[src/rtl/can_bt_pkg.sv]
package can_bt_pkg;

    typedef enum logic [1:0] {
        SEG_SYNC = 2'd0,
        SEG_PH1  = 2'd1,
        SEG_PH2  = 2'd2
    } seg_e;

    localparam int unsigned DEF_DATA_W = 8;
    localparam int unsigned DEF_BRP_W  = 6;
    localparam int unsigned DEF_SJW_W  = 2;
    localparam int unsigned DEF_TS1_W  = 4;
    localparam int unsigned DEF_TS2_W  = 3;

endpackage

[src/rtl/can_bt_cfg.sv]
module can_bt_cfg #(
    parameter int unsigned DATA_W = 8,
    parameter int unsigned BRP_W  = 6,
    parameter int unsigned SJW_W  = 2,
    parameter int unsigned TS1_W  = 4,
    parameter int unsigned TS2_W  = 3,
    parameter logic [DATA_W-1:0] PRE_RST = 8'h00,
    parameter logic [DATA_W-1:0] TIM_RST = 8'h23
) (
    input  logic              clk_i,
    input  logic              rst_ni,
    input  logic              standby_i,
    input  logic              we_i,
    input  logic              sel_i,
    input  logic [DATA_W-1:0] wdata_i,
    output logic [BRP_W-1:0]  brp_o,
    output logic [SJW_W-1:0]  sjw_o,
    output logic [TS1_W-1:0]  ts1_o,
    output logic [TS2_W-1:0]  ts2_o,
    output logic [DATA_W-1:0] pre_rd_o,
    output logic [DATA_W-1:0] tim_rd_o
);

    typedef struct packed {
        logic [BRP_W-1:0] brp;
        logic [SJW_W-1:0] sjw;
        logic [TS1_W-1:0] ts1;
        logic [TS2_W-1:0] ts2;
    } cfg_t;

    cfg_t cfg_d, cfg_q;
    logic wr_ok;

    assign wr_ok = we_i && standby_i;

    always_comb begin
        cfg_d = cfg_q;
        if (wr_ok && !sel_i) begin
            cfg_d.brp = wdata_i[BRP_W-1:0];
            cfg_d.sjw = wdata_i[BRP_W +: SJW_W];
        end
        if (wr_ok && sel_i) begin
            cfg_d.ts1 = wdata_i[TS1_W-1:0];
            cfg_d.ts2 = wdata_i[TS1_W +: TS2_W];
        end
    end

    always_ff @(posedge clk_i or negedge rst_ni) begin
        if (!rst_ni) begin
            cfg_q.brp <= PRE_RST[BRP_W-1:0];
            cfg_q.sjw <= PRE_RST[BRP_W +: SJW_W];
            cfg_q.ts1 <= TIM_RST[TS1_W-1:0];
            cfg_q.ts2 <= TIM_RST[TS1_W +: TS2_W];
        end else begin
            cfg_q <= cfg_d;
        end
    end

    assign brp_o    = cfg_q.brp;
    assign sjw_o    = cfg_q.sjw;
    assign ts1_o    = cfg_q.ts1;
    assign ts2_o    = cfg_q.ts2;
    assign pre_rd_o = DATA_W'({cfg_q.sjw, cfg_q.brp});
    assign tim_rd_o = DATA_W'({cfg_q.ts2, cfg_q.ts1});

endmodule

[src/rtl/can_bt_presc.sv]
module can_bt_presc #(
    parameter int unsigned BRP_W = 6
) (
    input  logic             clk_i,
    input  logic             rst_ni,
    input  logic [BRP_W-1:0] brp_i,
    output logic             tick_o
);

    typedef struct packed {
        logic [BRP_W-1:0] cnt;
    } presc_t;

    presc_t st_d, st_q;

    // >= keeps the divider bounded when the divisor shrinks mid-count
    assign tick_o = (st_q.cnt >= brp_i);

    always_comb begin
        st_d = st_q;
        if (tick_o) begin
            st_d.cnt = '0;
        end else begin
            st_d.cnt = st_q.cnt + 1'b1;
        end
    end

    always_ff @(posedge clk_i or negedge rst_ni) begin
        if (!rst_ni) begin
            st_q.cnt <= '0;
        end else begin
            st_q <= st_d;
        end
    end

endmodule

[src/rtl/can_bt_rxsync.sv]
module can_bt_rxsync (
    input  logic clk_i,
    input  logic rst_ni,
    input  logic rx_i,
    input  logic tick_i,
    output logic rx_o,
    output logic fall_o
);

    typedef struct packed {
        logic meta;
        logic sync;
        logic prev;
    } rxs_t;

    rxs_t st_d, st_q;

    always_comb begin
        st_d      = st_q;
        st_d.meta = rx_i;
        st_d.sync = st_q.meta;
        if (tick_i) begin
            st_d.prev = st_q.sync;
        end
    end

    always_ff @(posedge clk_i or negedge rst_ni) begin
        if (!rst_ni) begin
            st_q <= '1;
        end else begin
            st_q <= st_d;
        end
    end

    assign rx_o   = st_q.sync;
    assign fall_o = tick_i && st_q.prev && !st_q.sync;

endmodule

[src/rtl/can_bt_seq.sv]
module can_bt_seq
    import can_bt_pkg::*;
#(
    parameter int unsigned SJW_W = 2,
    parameter int unsigned TS1_W = 4,
    parameter int unsigned TS2_W = 3
) (
    input  logic             clk_i,
    input  logic             rst_ni,
    input  logic             tick_i,
    input  logic             fall_i,
    input  logic             rx_i,
    input  logic             bus_idle_i,
    input  logic             skip_own_i,
    input  logic             tx_i,
    input  logic [SJW_W-1:0] sjw_i,
    input  logic [TS1_W-1:0] ts1_i,
    input  logic [TS2_W-1:0] ts2_i,
    output seg_e             seg_o,
    output logic             strobe_o,
    output logic             sample_o,
    output logic             txu_o
);

    localparam int unsigned MAX_A = (TS1_W > SJW_W) ? TS1_W : SJW_W;
    localparam int unsigned MAX_B = (MAX_A > TS2_W) ? MAX_A : TS2_W;
    localparam int unsigned CNT_W = MAX_B + 2;

    typedef logic [CNT_W-1:0] cnt_t;
    localparam cnt_t ONE = cnt_t'(1);

    typedef struct packed {
        seg_e seg;
        cnt_t qcnt;
        cnt_t ext;
        cnt_t cut;
        logic done;
        logic strobe;
        logic sample;
        logic txu;
    } seq_t;

    seq_t st_d, st_q;

    cnt_t jw, t1, t2, err, ext_n, cut_n, end1, end2;
    logic edge_ok, full;

    always_comb begin
        jw      = cnt_t'(sjw_i) + ONE;
        t1      = cnt_t'(ts1_i);
        t2      = cnt_t'(ts2_i);
        edge_ok = fall_i && !(skip_own_i && !tx_i);
        err     = '0;
        ext_n   = st_q.ext;
        cut_n   = st_q.cut;
        end1    = '0;
        end2    = '0;
        full    = 1'b0;

        st_d        = st_q;
        st_d.strobe = 1'b0;
        st_d.txu    = 1'b0;

        if (tick_i) begin
            if (edge_ok && bus_idle_i) begin
                // hard restart: the detecting quantum counts as sync
                st_d.seg  = SEG_PH1;
                st_d.qcnt = '0;
                st_d.ext  = '0;
                st_d.cut  = '0;
                st_d.done = 1'b1;
            end else begin
                case (st_q.seg)
                    SEG_SYNC: begin
                        st_d.seg  = SEG_PH1;
                        st_d.qcnt = '0;
                        st_d.ext  = '0;
                        st_d.cut  = '0;
                    end
                    SEG_PH1: begin
                        if (edge_ok && !st_q.done) begin
                            err       = st_q.qcnt + ONE;
                            ext_n     = (err < jw) ? err : jw;
                            st_d.done = 1'b1;
                        end
                        end1     = t1 + ext_n;
                        st_d.ext = ext_n;
                        if (st_q.qcnt >= end1) begin
                            st_d.seg    = SEG_PH2;
                            st_d.qcnt   = '0;
                            st_d.strobe = 1'b1;
                            st_d.sample = rx_i;
                        end else begin
                            st_d.qcnt = st_q.qcnt + ONE;
                        end
                    end
                    SEG_PH2: begin
                        if (edge_ok && !st_q.done) begin
                            err = (st_q.qcnt > t2) ? ONE : (t2 - st_q.qcnt + ONE);
                            if (err <= jw) begin
                                full = 1'b1;
                            end else begin
                                cut_n = jw;
                            end
                            st_d.done = 1'b1;
                        end
                        end2 = (cut_n > t2) ? '0 : (t2 - cut_n);
                        if (full) begin
                            st_d.seg  = SEG_PH1;
                            st_d.qcnt = '0;
                            st_d.ext  = '0;
                            st_d.cut  = '0;
                            st_d.txu  = 1'b1;
                        end else if (st_q.qcnt >= end2) begin
                            st_d.seg  = SEG_SYNC;
                            st_d.qcnt = '0;
                            st_d.ext  = '0;
                            st_d.cut  = '0;
                            st_d.done = 1'b0;
                            st_d.txu  = 1'b1;
                        end else begin
                            st_d.qcnt = st_q.qcnt + ONE;
                            st_d.cut  = cut_n;
                        end
                    end
                    default: begin
                        st_d.seg  = SEG_SYNC;
                        st_d.qcnt = '0;
                    end
                endcase
            end
        end
    end

    always_ff @(posedge clk_i or negedge rst_ni) begin
        if (!rst_ni) begin
            st_q.seg    <= SEG_SYNC;
            st_q.qcnt   <= '0;
            st_q.ext    <= '0;
            st_q.cut    <= '0;
            st_q.done   <= 1'b0;
            st_q.strobe <= 1'b0;
            st_q.sample <= 1'b1;
            st_q.txu    <= 1'b0;
        end else begin
            st_q <= st_d;
        end
    end

    assign seg_o    = st_q.seg;
    assign strobe_o = st_q.strobe;
    assign sample_o = st_q.sample;
    assign txu_o    = st_q.txu;

endmodule

[src/rtl/can_bit_timer.sv]
module can_bit_timer
    import can_bt_pkg::*;
#(
    parameter int unsigned DATA_W = DEF_DATA_W,
    parameter int unsigned BRP_W  = DEF_BRP_W,
    parameter int unsigned SJW_W  = DEF_SJW_W,
    parameter int unsigned TS1_W  = DEF_TS1_W,
    parameter int unsigned TS2_W  = DEF_TS2_W
) (
    input  logic              clk_i,
    input  logic              rst_ni,
    input  logic              standby_i,
    input  logic              cfg_we_i,
    input  logic              cfg_sel_i,
    input  logic [DATA_W-1:0] cfg_wdata_i,
    input  logic              rx_i,
    input  logic              tx_i,
    input  logic              bus_idle_i,
    input  logic              skip_own_i,
    output logic [DATA_W-1:0] pre_rd_o,
    output logic [DATA_W-1:0] tim_rd_o,
    output logic              tq_tick_o,
    output logic [1:0]        seg_o,
    output logic              sample_strobe_o,
    output logic              sample_bit_o,
    output logic              tx_update_o
);

    logic [BRP_W-1:0] brp_w;
    logic [SJW_W-1:0] sjw_w;
    logic [TS1_W-1:0] ts1_w;
    logic [TS2_W-1:0] ts2_w;
    logic             tick_w, rx_w, fall_w;
    seg_e             seg_w;

    can_bt_cfg #(
        .DATA_W(DATA_W), .BRP_W(BRP_W), .SJW_W(SJW_W),
        .TS1_W(TS1_W), .TS2_W(TS2_W)
    ) i_cfg (
        .clk_i    (clk_i),
        .rst_ni   (rst_ni),
        .standby_i(standby_i),
        .we_i     (cfg_we_i),
        .sel_i    (cfg_sel_i),
        .wdata_i  (cfg_wdata_i),
        .brp_o    (brp_w),
        .sjw_o    (sjw_w),
        .ts1_o    (ts1_w),
        .ts2_o    (ts2_w),
        .pre_rd_o (pre_rd_o),
        .tim_rd_o (tim_rd_o)
    );

    can_bt_presc #(.BRP_W(BRP_W)) i_presc (
        .clk_i (clk_i),
        .rst_ni(rst_ni),
        .brp_i (brp_w),
        .tick_o(tick_w)
    );

    can_bt_rxsync i_rxsync (
        .clk_i (clk_i),
        .rst_ni(rst_ni),
        .rx_i  (rx_i),
        .tick_i(tick_w),
        .rx_o  (rx_w),
        .fall_o(fall_w)
    );

    can_bt_seq #(.SJW_W(SJW_W), .TS1_W(TS1_W), .TS2_W(TS2_W)) i_seq (
        .clk_i     (clk_i),
        .rst_ni    (rst_ni),
        .tick_i    (tick_w),
        .fall_i    (fall_w),
        .rx_i      (rx_w),
        .bus_idle_i(bus_idle_i),
        .skip_own_i(skip_own_i),
        .tx_i      (tx_i),
        .sjw_i     (sjw_w),
        .ts1_i     (ts1_w),
        .ts2_i     (ts2_w),
        .seg_o     (seg_w),
        .strobe_o  (sample_strobe_o),
        .sample_o  (sample_bit_o),
        .txu_o     (tx_update_o)
    );

    assign tq_tick_o = tick_w;
    assign seg_o     = seg_w;

endmodule

[config.mk]
export PLATFORM = sky130hd
export DESIGN_NAME = can_bit_timer
export DESIGN_NICKNAME = d
export VERILOG_FILES = /design/src/rtl/can_bt_pkg.sv /design/src/rtl/can_bt_cfg.sv /design/src/rtl/can_bt_presc.sv /design/src/rtl/can_bt_rxsync.sv /design/src/rtl/can_bt_seq.sv /design/src/rtl/can_bit_timer.sv
export SDC_FILE = /design/constraint.sdc
export NUM_CORES = 1
export LEC_CHECK = 0
export CAP_MARGIN = 20
export CORE_ASPECT_RATIO = 0.5
export CORE_MARGIN = 5
export CORE_UTILIZATION = 66
export DETAILED_ROUTE_END_ITERATION = 8
export DONT_BUFFER_PORTS = 1
export GPL_TIMING_DRIVEN = 0
export HOLD_SLACK_MARGIN = 0.15
export PLACE_DENSITY = 0.82
export SYNTH_ARGS = -nofsm -noshare
export SYNTH_HDL_FRONTEND = slang
export SYNTH_SLANG_ARGS = --single-unit
[constraint.sdc]
create_clock -name clk_i -period 12.4 [get_ports clk_i]
set_input_delay 0 -clock clk_i [delete_from_list [all_inputs] [get_ports clk_i]]
set_output_delay 0 -clock clk_i [all_outputs]
set_load 0.005 [all_outputs]
Yosys cells after proc, flatten, opt, wreduce, memory -nomap -nowiden
Cells that the tools add are included.
Widths: inputs -> output; s select.

operators by class
  eq/ne operators = 4
  $add $sub $neg = 7
  bitwise operators = 1
  multiplexer cells = 40
  $lt $le $gt $ge = 7
  reductions and logical operators = 23

operator list
  cell                 number
  $mux 6               17
  $pmux 8 s3           1
  $mux 21              1
  $mux 20              1
  $add 6x1->6 const B  3
  $ge 6x6->1           3
  $pmux 6 s3           1
  $gt 6x3->1           2
  $pmux 6 s2           1
  $sub 3x6->6          2
  $mux 1               11
  $logic_and 1x1->1    9
  $mux 2               4
  $add 4x6->6          1
  $le 6x6->1           1
  $lt 6x6->1           1
  $mux 3               2
  $reduce_and 3->1     2
  $reduce_bool 3->1    2
  $logic_not 1->1      5
  $ne 4x1->1 const B   1
  $reduce_and 2->1     2
  $reduce_and 4->1     1
  $reduce_bool 4->1    1
  other kinds (7)      7

word-level totals
  register bits = 48
  input bits = 17
  logic and storage cells = 98

Logic depth before layout (Yosys ltp)
Gate-level depths: netlist of the first run.

  word-level depth = 17
  mapped depth = 27

Modules after synthesis
From an unflattened synthesis of the first run, not the netlist that was laid out.

unflattened totals
  cell total of the unflattened synthesis = 349
  area total of the unflattened synthesis = 3444.6 um^2

by module, submodules not included
  module         area an instance (um^2)  sequential area each (um^2)  times used  cells an instance
  can_bt_seq     2218.4                   601.8                        1           251
  can_bt_cfg     701.9                    379.1                        1           49
  can_bt_presc   420.4                    150.1                        1           44
  can_bt_rxsync  103.8                    78.8                         1           5

Worst setup path after synthesis of the first run
No wires, ideal clock.

  path type = register to register
  start point = register i_cfg.cfg_q (netlist bit i_cfg.ts2_o[1])
  end point = register i_seq.st_q[19] (netlist bit)
  setup slack = 6805 ps
  stages on the path, launching flop included = 25
  arrival time = 5453 ps
  path buffers = 0
  cell sequence = dfstp_2 inv_1 ha_1 inv_1 ha_1 inv_1 fa_1 nor2_1 ha_1 nor2_1 a31oi_1 a32oi_4 nor4_4 mux2_2 fa_1 inv_1 a21o_1 inv_1 or3_1 ha_1 a31oi_1 o211ai_1 a211oi_1 o311ai_0 o211ai_1

on the way
  word-level cells in the longest chain between the ends = 16
  elaborated cells on any way between the ends = 23
  those cells by class = add/sub (3); order compare (4); mux (16)

ends and longest elaborated chain
  what                                              RTL line           text
  from (decl)                                       can_bt_cfg.sv:31   cfg_t cfg_d, cfg_q;
  from (signal assigned)                            can_bt_cfg.sv:55   cfg_q <= cfg_d;
  $sub 3x6->6                                       can_bt_seq.sv:99   err = (st_q.qcnt > t2) ? ONE : (t2 - st_q.qcnt + ONE);
  $add 6x1->6                                       can_bt_seq.sv:99
  $mux 6                                            can_bt_seq.sv:99
  $le 6x6->1                                        can_bt_seq.sv:100  if (err <= jw) begin
  $mux 6                                            can_bt_seq.sv:100
  $mux 6                                            can_bt_seq.sv:98   if (edge_ok && !st_q.done) begin
  $mux 6                                            can_bt_seq.sv:73   case (st_q.seg)
  $mux 6                                            can_bt_seq.sv:65   if (edge_ok && bus_idle_i) begin
  $mux 6                                            can_bt_seq.sv:64   if (tick_i) begin
  $sub 3x6->6 / $gt 6x3->1 (equally long branches)  can_bt_seq.sv:107  end2 = (cut_n > t2) ? '0 : (t2 - cut_n);
  $mux 6                                            can_bt_seq.sv:107
  $ge 6x6->1                                        can_bt_seq.sv:114  end else if (st_q.qcnt >= end2) begin
  $mux 6                                            can_bt_seq.sv:114
  $mux 20 *                                         can_bt_seq.sv:108  if (full) begin
  $pmux 8 s3 *                                      can_bt_seq.sv:73
  $mux 21 *                                         can_bt_seq.sv:65
  to (signal assigned)                              can_bt_seq.sv:146  st_q <= st_d;
  to (decl)                                         can_bt_seq.sv:43   seq_t st_d, st_q;

Mark *: on every way between the ends. The rest lies on a longest branch, timed or not. The select of a mux whose other input is x is not followed.
A chain may end at the register's enable or synchronous reset.

Worst setup path in the final report of the first run
Ends and elaborated chain as after synthesis.

==> results of run 1 <==
==> kinds of logic after synthesis <==
group / Yosys count
DFF: 48
and+or+nand+nor: 106
other: 2
AOI/OAI and AO/OA: 72
adders and majority gates: 49
buffers and inverters: 50
xor gates and xnor gates: 10
muxes: 23
==> state kept, by name (all words and copies together) (netlist names), 2 cells and up <==
signal / flops
i_seq.st_q: 19
i_cfg.ts2_o: 3
i_cfg.brp_o: 6
i_cfg.ts1_o: 4
i_cfg.sjw_o: 2
i_seq.seg_o: 2
i_presc.st_q: 6
==> through the flow <==
| stage | hold WS (ns) | setup WS (ns) |
|---|---|---|
| floorplan | -0.296 | 6.81 |
| global placement | -0.295 | 6.11 |
| detailed placement | -0.295 | 5.96 |
| CTS | 0.223 | 5.89 |
| global route | 0.229 | 5.41 |
| finish | 0.206 | 5.81 |
==> worst max-delay path by stage <==
stage,startpoint,end,depth (start not counted)
2_1_floorplan,i_cfg.ts2_o[1],i_seq.st_q[19],24
3_3_place_gp,i_cfg.ts2_o[1],i_seq.st_q[21],25
3_5_place_dp,i_cfg.ts2_o[1],i_seq.st_q[19],25
4_1_cts,i_cfg.ts2_o[1],i_seq.st_q[19],25
5_1_grt,i_cfg.ts2_o[1],i_seq.st_q[19],25
6_report,i_cfg.ts2_o[1],i_seq.st_q[19],25
==> power breakdown <==
| group | leakage [nW] | total [mW] | switching [mW] | internal, mW |
|---|---|---|---|---|
| sequential | 0.601 | 0.249 | 0.0518 | 0.197 |
| clock | 0.0479 | 0.0924 | 0.0530 | 0.0394 |
| combinational | 1.16 | 0.438 | 0.261 | 0.178 |
==> area by class of cell <==
class                           instances  area [sq um]  area share
Multi-Input combinational cell        262          2130       0.551
Timing Repair Buffer                   13           148      0.0382
Buffer                                  8          46.3      0.0120
Sequential cell                        48          1210       0.313
Clock buffer                            5          68.8      0.0178
Inverter                               42           158      0.0408
Tap cell                               70          87.6      0.0227
Clock inverter                          3          18.8     0.00486
==> placed cells by master (no fill, tap or decap), types with 4 or more instances in the layout <==
| master | count |
|---|---|
| inv_1 | 40 |
| o22ai_1 | 4 |
| buf_2 | 4 |
| nor3_1 | 7 |
| or3_1 | 4 |
| a21o_1 | 7 |
| dfstp_2 | 7 |
| o211ai_1 | 4 |
| o21a_1 | 4 |
| dlygate4sd3_1 | 12 |
| mux2_2 | 18 |
| nor2b_1 | 8 |
| nand3_1 | 14 |
| nor4_1 | 4 |
| clkbuf_8 | 5 |
| ha_1 | 45 |
| xnor2_1 | 5 |
| nand2_1 | 20 |
| o21ai_1 | 6 |
| o21ai_0 | 5 |
| a31oi_1 | 5 |
| xor2_1 | 5 |
| nand2b_1 | 5 |
| mux2i_1 | 5 |
| and2_1 | 5 |
| dfrtp_1 | 41 |
| nor2_1 | 19 |
| fa_1 | 4 |
| a21oi_1 | 12 |
==> what timing repair did <==
action                    in CTS  in global routing
hold endpoints to repair      67                  0
resized for setup              0                  0
hold buffers                  13                  0
==> layer usage <==
layer  routed length [um]  track usage
met1                 3610        0.324
met2                 3420        0.405
met3                  550       0.0493
met4                   70       0.0445
met5                    0            0
==> critical path: cells and delay by family, from the launching register on <==
kind	cells	cell delay, ns
buf+inv	5	0.38
compound gates	9	2.31
fa+ha+maj	6	1.89
simple gates	4	0.88
mux	1	0.44
flops	1	0.62
==> results.toml, run 1 <==
[yosys]
synth_cell_types = 60
yosys-top-cells-count = "45 x ha_1, 41 x dfrtp_1, 40 x inv_1"
muxShareOfSynthArea = 0.0714
synthesis.area_sq_mm = 0.00354
async_flop_share = 1.00
synth_top_area_frac = 0.290
syn_area_per_cell_sq_um = 9.84
ys_warn_count = 0
synth_compound_area_frac = 0.155
synthSimpleGateAreaFrac = 0.166
synth_top_family_by_area = "adder cells"
synth_edf_count = 0
synth.most_common_cell = "ha_1"
syn-num-nets = 426
synth_xor_xnor_area_share = 0.0247
synth_top_flop_cell = "dfrtp_1"
synth-seq-cells = 48
yosys.area.top_type = "dfrtp_1"
synthTopCellsByArea = "dfrtp_1 29%, ha_1 16%, mux2_2 5.7%"
ys_seq_area_frac = 0.342
synth_fa_ha_area_frac = 0.182
postSynthCellCount = 360

[setup_path]
cpMostUsedCell = "inv_1"
rrSetupSlack_ns = 5.81
critPathKind = "flip-flop to flip-flop"
worstSetupStartpointType = "flip-flop"
worst_path_largest_cell_delay_ns = 0.62
cp_data_required_time_ns = 12.63
crit_path_end_kind = "flip-flop"
crit_arrival_ns = 6.81
timing.rr.start = "i_cfg.ts2_o[1]"
crit_path_top_delay_cell = "dfstp_2"
reg2reg_to = "i_seq.st_q[19]"
path_max_fanout = 9
worst-r2r-cell-count = 25

[timing]
slew_headroom = 0.563
tightest_slew_ns = 0.650
setup_viol_count_final = 0
post-route-period-util = 0.531
rsz0062_at_grt = "false"
finalSetupTns_ns = 0
slew_viol_final = 0
fin_skew_ns = 0.0103
max_freq_mhz = 152
period_needed_ns = 6.59
hold_violations = 0

[drt]
wl_mm = 7.65
first_pass_iters = 5
drtIter0Drc = 180
drc_errors = 0
wl_per_cell_um = 17.0
vias_per_cell = 6.22
num_vias = 2807
antenna_left = 0

[cells_and_area]
area_growth_pct = 9.11
instances_no_fill = 451
final_nets = 446
design_area_sq_mm = 0.00386
diodes = 0
fin_util = 0.763
nFillCells = 356
drive_gt1_frac = 0.150

[clock_network]
cts_buffer_depth = 2
clock-root-buffer = "clkbuf_8"
cts_tree = "yes"
cts.htree.levels = 2
clock-sinks = 48
clk_pin_slew_ns = 0.09
clkLatencyLatePin_ns = 0.30
post_cts_buffers = 0
numCtsBuffers = 5

[placement]
placed_area_sq_mm = 0.00363
dp_cells = 430
hpwl_mm = 5.94
gp_congestion = 0.873
port_buffers = 0

[floorplan]
start_util = 0.699
die_w_um = 114
rows = 18
design.die.area_sq_mm = 0.00702
coreArea_sq_mm = 0.00507
ioPinCount = 39
dieHeight_um = 61.8

[outcome]
status = "complete, no violations"

[global_routing]
grt_usage = 0.237
antenna_found_initial = 0
grt_pass1_vias = 2732
grt_max_degree = 49
grt_first_pass_wirelength_mm = 13.1
grt_overflow = 0

[job]
maxCapViolations = 0

[pwr]
p_leak_nw = 1.81
p_per_area_mw_per_mm2 = 202
peakVddDrop_mv = 0.122
power_mw = 0.779

[min_path]
hold_class = "input pin to async pin"
Note: power is estimated with default switching activity, not from simulation.
==> run 2, diff against run 1 <==
- CORE_UTILIZATION: 66 -> 64
- PLACE_DENSITY: 0.82 -> 0.8
- clock period: 12.4 -> 6.4 ns (I/O delays scaled with it)
==> run 2 against run 1 <==
Net effect: via count fell by 0.82%; largest cell class unchanged; sequential share of layout area fell by 0.66 points; first-iteration DRC count rose by 67%.
==> results.toml, run 2 (same netlist as run 1, synthesis figures left out) <==
[floorplan]
rows = 19
start_util = 0.654
ioPinCount = 39
dieHeight_um = 62.6
coreArea_sq_mm = 0.00542
design.die.area_sq_mm = 0.00721
die_w_um = 115

[cells_and_area]
layout_commonest_cell = "ha_1"
largest_reg_flops = 19
regMostFlops = "i_seq.st_q"
diodes = 0
layout_common_cells = "45 x ha_1, 41 x dfrtp_1, 39 x inv_1, 20 x nand2_1, 19 x nor2_1"
drive_gt1_frac = 0.176
instances_no_fill = 460
area_growth_pct = 11.5
final_nets = 452

[drt]
wl_met1_mm = 3.63
dr.max_layer_used = "met4"
first_pass_iters = 4
drc_errors = 0
vias_per_cell = 6.05
wl_mm = 8.25
wl_per_cell_um = 17.9
dr_wl_met2_mm = 3.98
drtIter0Drc = 301
dr_wl_met3_um = 560
antenna_left = 0
num_vias = 2784

[clock_network]
clock-sinks = 48
clock-root-buffer = "clkbuf_8"
clkLatencyLatePin_ns = 0.31
cts_buffer_depth = 2
numCtsBuffers = 5
cts_tree = "yes"
clk_pin_slew_ns = 0.09
cts.htree.levels = 2

[timing]
fin_skew_ns = 0.0104
hold_violations = 0
setup_viol_count_final = 0
holdWs_ns = 0.194
max_freq_mhz = 164
slew_viol_final = 0
period_needed_ns = 6.08
slew_headroom = 0.526
rsz0062_at_grt = "false"
post-route-period-util = 0.950
finalSetupTns_ns = 0
tightest_slew_ns = 0.708

[min_path]
hold_class = "input pin to async pin"

[job]
maxCapViolations = 0

[setup_path]
cp_data_required_time_ns = 6.60
cpMostUsedCell = "ha_1"
timing.rr.start = "i_cfg.ts2_o[1]"
crit_path_top_delay_cell = "dfstp_2"
worstSetupStartpointType = "flip-flop"
crit_path_end = "i_seq.st_q[11]"
worst-r2r-cell-count = 28
worst_path_largest_cell_delay_ns = 0.63
reg2reg_to = "i_seq.st_q[11]"
crit_path_end_kind = "flip-flop"
startpoint = "i_cfg.ts2_o[1]"
critPathKind = "flip-flop to flip-flop"
path_max_fanout = 6
crit_arrival_ns = 6.27
rrSetupSlack_ns = 0.32

[placement]
port_buffers = 0
dp_cells = 433
gp_congestion = 0.891
hpwl_mm = 6.17

[pwr]
p_per_area_mw_per_mm2 = 394
p_leak_nw = 1.84
power_mw = 1.56
peakVddDrop_mv = 0.236

[global_routing]
grt_max_degree = 49
grt_first_pass_wirelength_mm = 13.9
grt_usage = 0.241
grt_pass1_vias = 2860
antenna_found_initial = 0
grt_overflow = 0

[outcome]
status = "complete, no violations"
==> run 2: layout make-up <==
cell class              count  area, sq um
fillers                   412         1470
multi-input cells         262         2160
repair buffers             19          193
inverters                  42          158
clock inverters             3         18.8
flip-flops and latches     48         1210
well taps                  73         91.3
plain buffers               8         46.3
clock buffers               5         68.8
==> run 2: stage by stage <==
step | instance area [sq um] | util | setup WS (ns)
2_1_floorplan | 3540 | - | 0.805
3_3_place_gp | 3630 | 0.670 | 0.112
3_5_place_dp | 3630 | 0.670 | -0.0474
4_1_cts | 3890 | 0.718 | 0.0981
5_1_grt | 3950 | 0.729 | 0.00932
6_report | 3950 | 0.729 | 0.321
==> run 2: layer usage <==
metal	track usage	vias to the layer above
li1	-	1323
met1	0.315	1359
met2	0.401	92
met3	0.0600	10
met4	0.0571	0
met5	0	-
==> run 2: timing repair <==
item | CTS | global route
endpoints found under the hold margin | 68 | 0
setup buffers | 3 | 3
setup endpoints to repair | 11 | 20
hold buffers | 13 | 0
pin swaps | 2 | 5
gates cloned | 0 | 0
gates resized for setup | 0 | 8
==> run 2: worst max-delay path: cells and delay by family, from the launching register on <==
kind	cells	cell delay, ns
AO/OA/AOI/OAI	9	1.50
adder cells (fa/ha/maj)	7	2.10
buffers and inverters	7	0.90
flip-flops	1	0.63
AND/OR/NAND/NOR	5	0.82
==> run 2: worst min path at each step <==
stage,start,endpoint,slack (ns),cells after the start
floorplan,rst_ni,i_cfg.brp_o[0],-0.30,0
global placement,rst_ni,i_cfg.brp_o[1],-0.29,0
detailed placement,rst_ni,i_cfg.brp_o[1],-0.29,0
CTS,rst_ni,i_presc.st_q[0],0.20,2
global route,rst_ni,i_presc.st_q[5],0.21,2
finish,rst_ni,i_presc.st_q[0],0.19,2
==> run 2: report_power, final <==
group          internal (mW)  total (mW)  switching, mW
Clock                 0.0763       0.181          0.105
Combinational          0.369       0.897          0.528
Sequential             0.381       0.479         0.0984
Total                  0.826        1.56          0.730
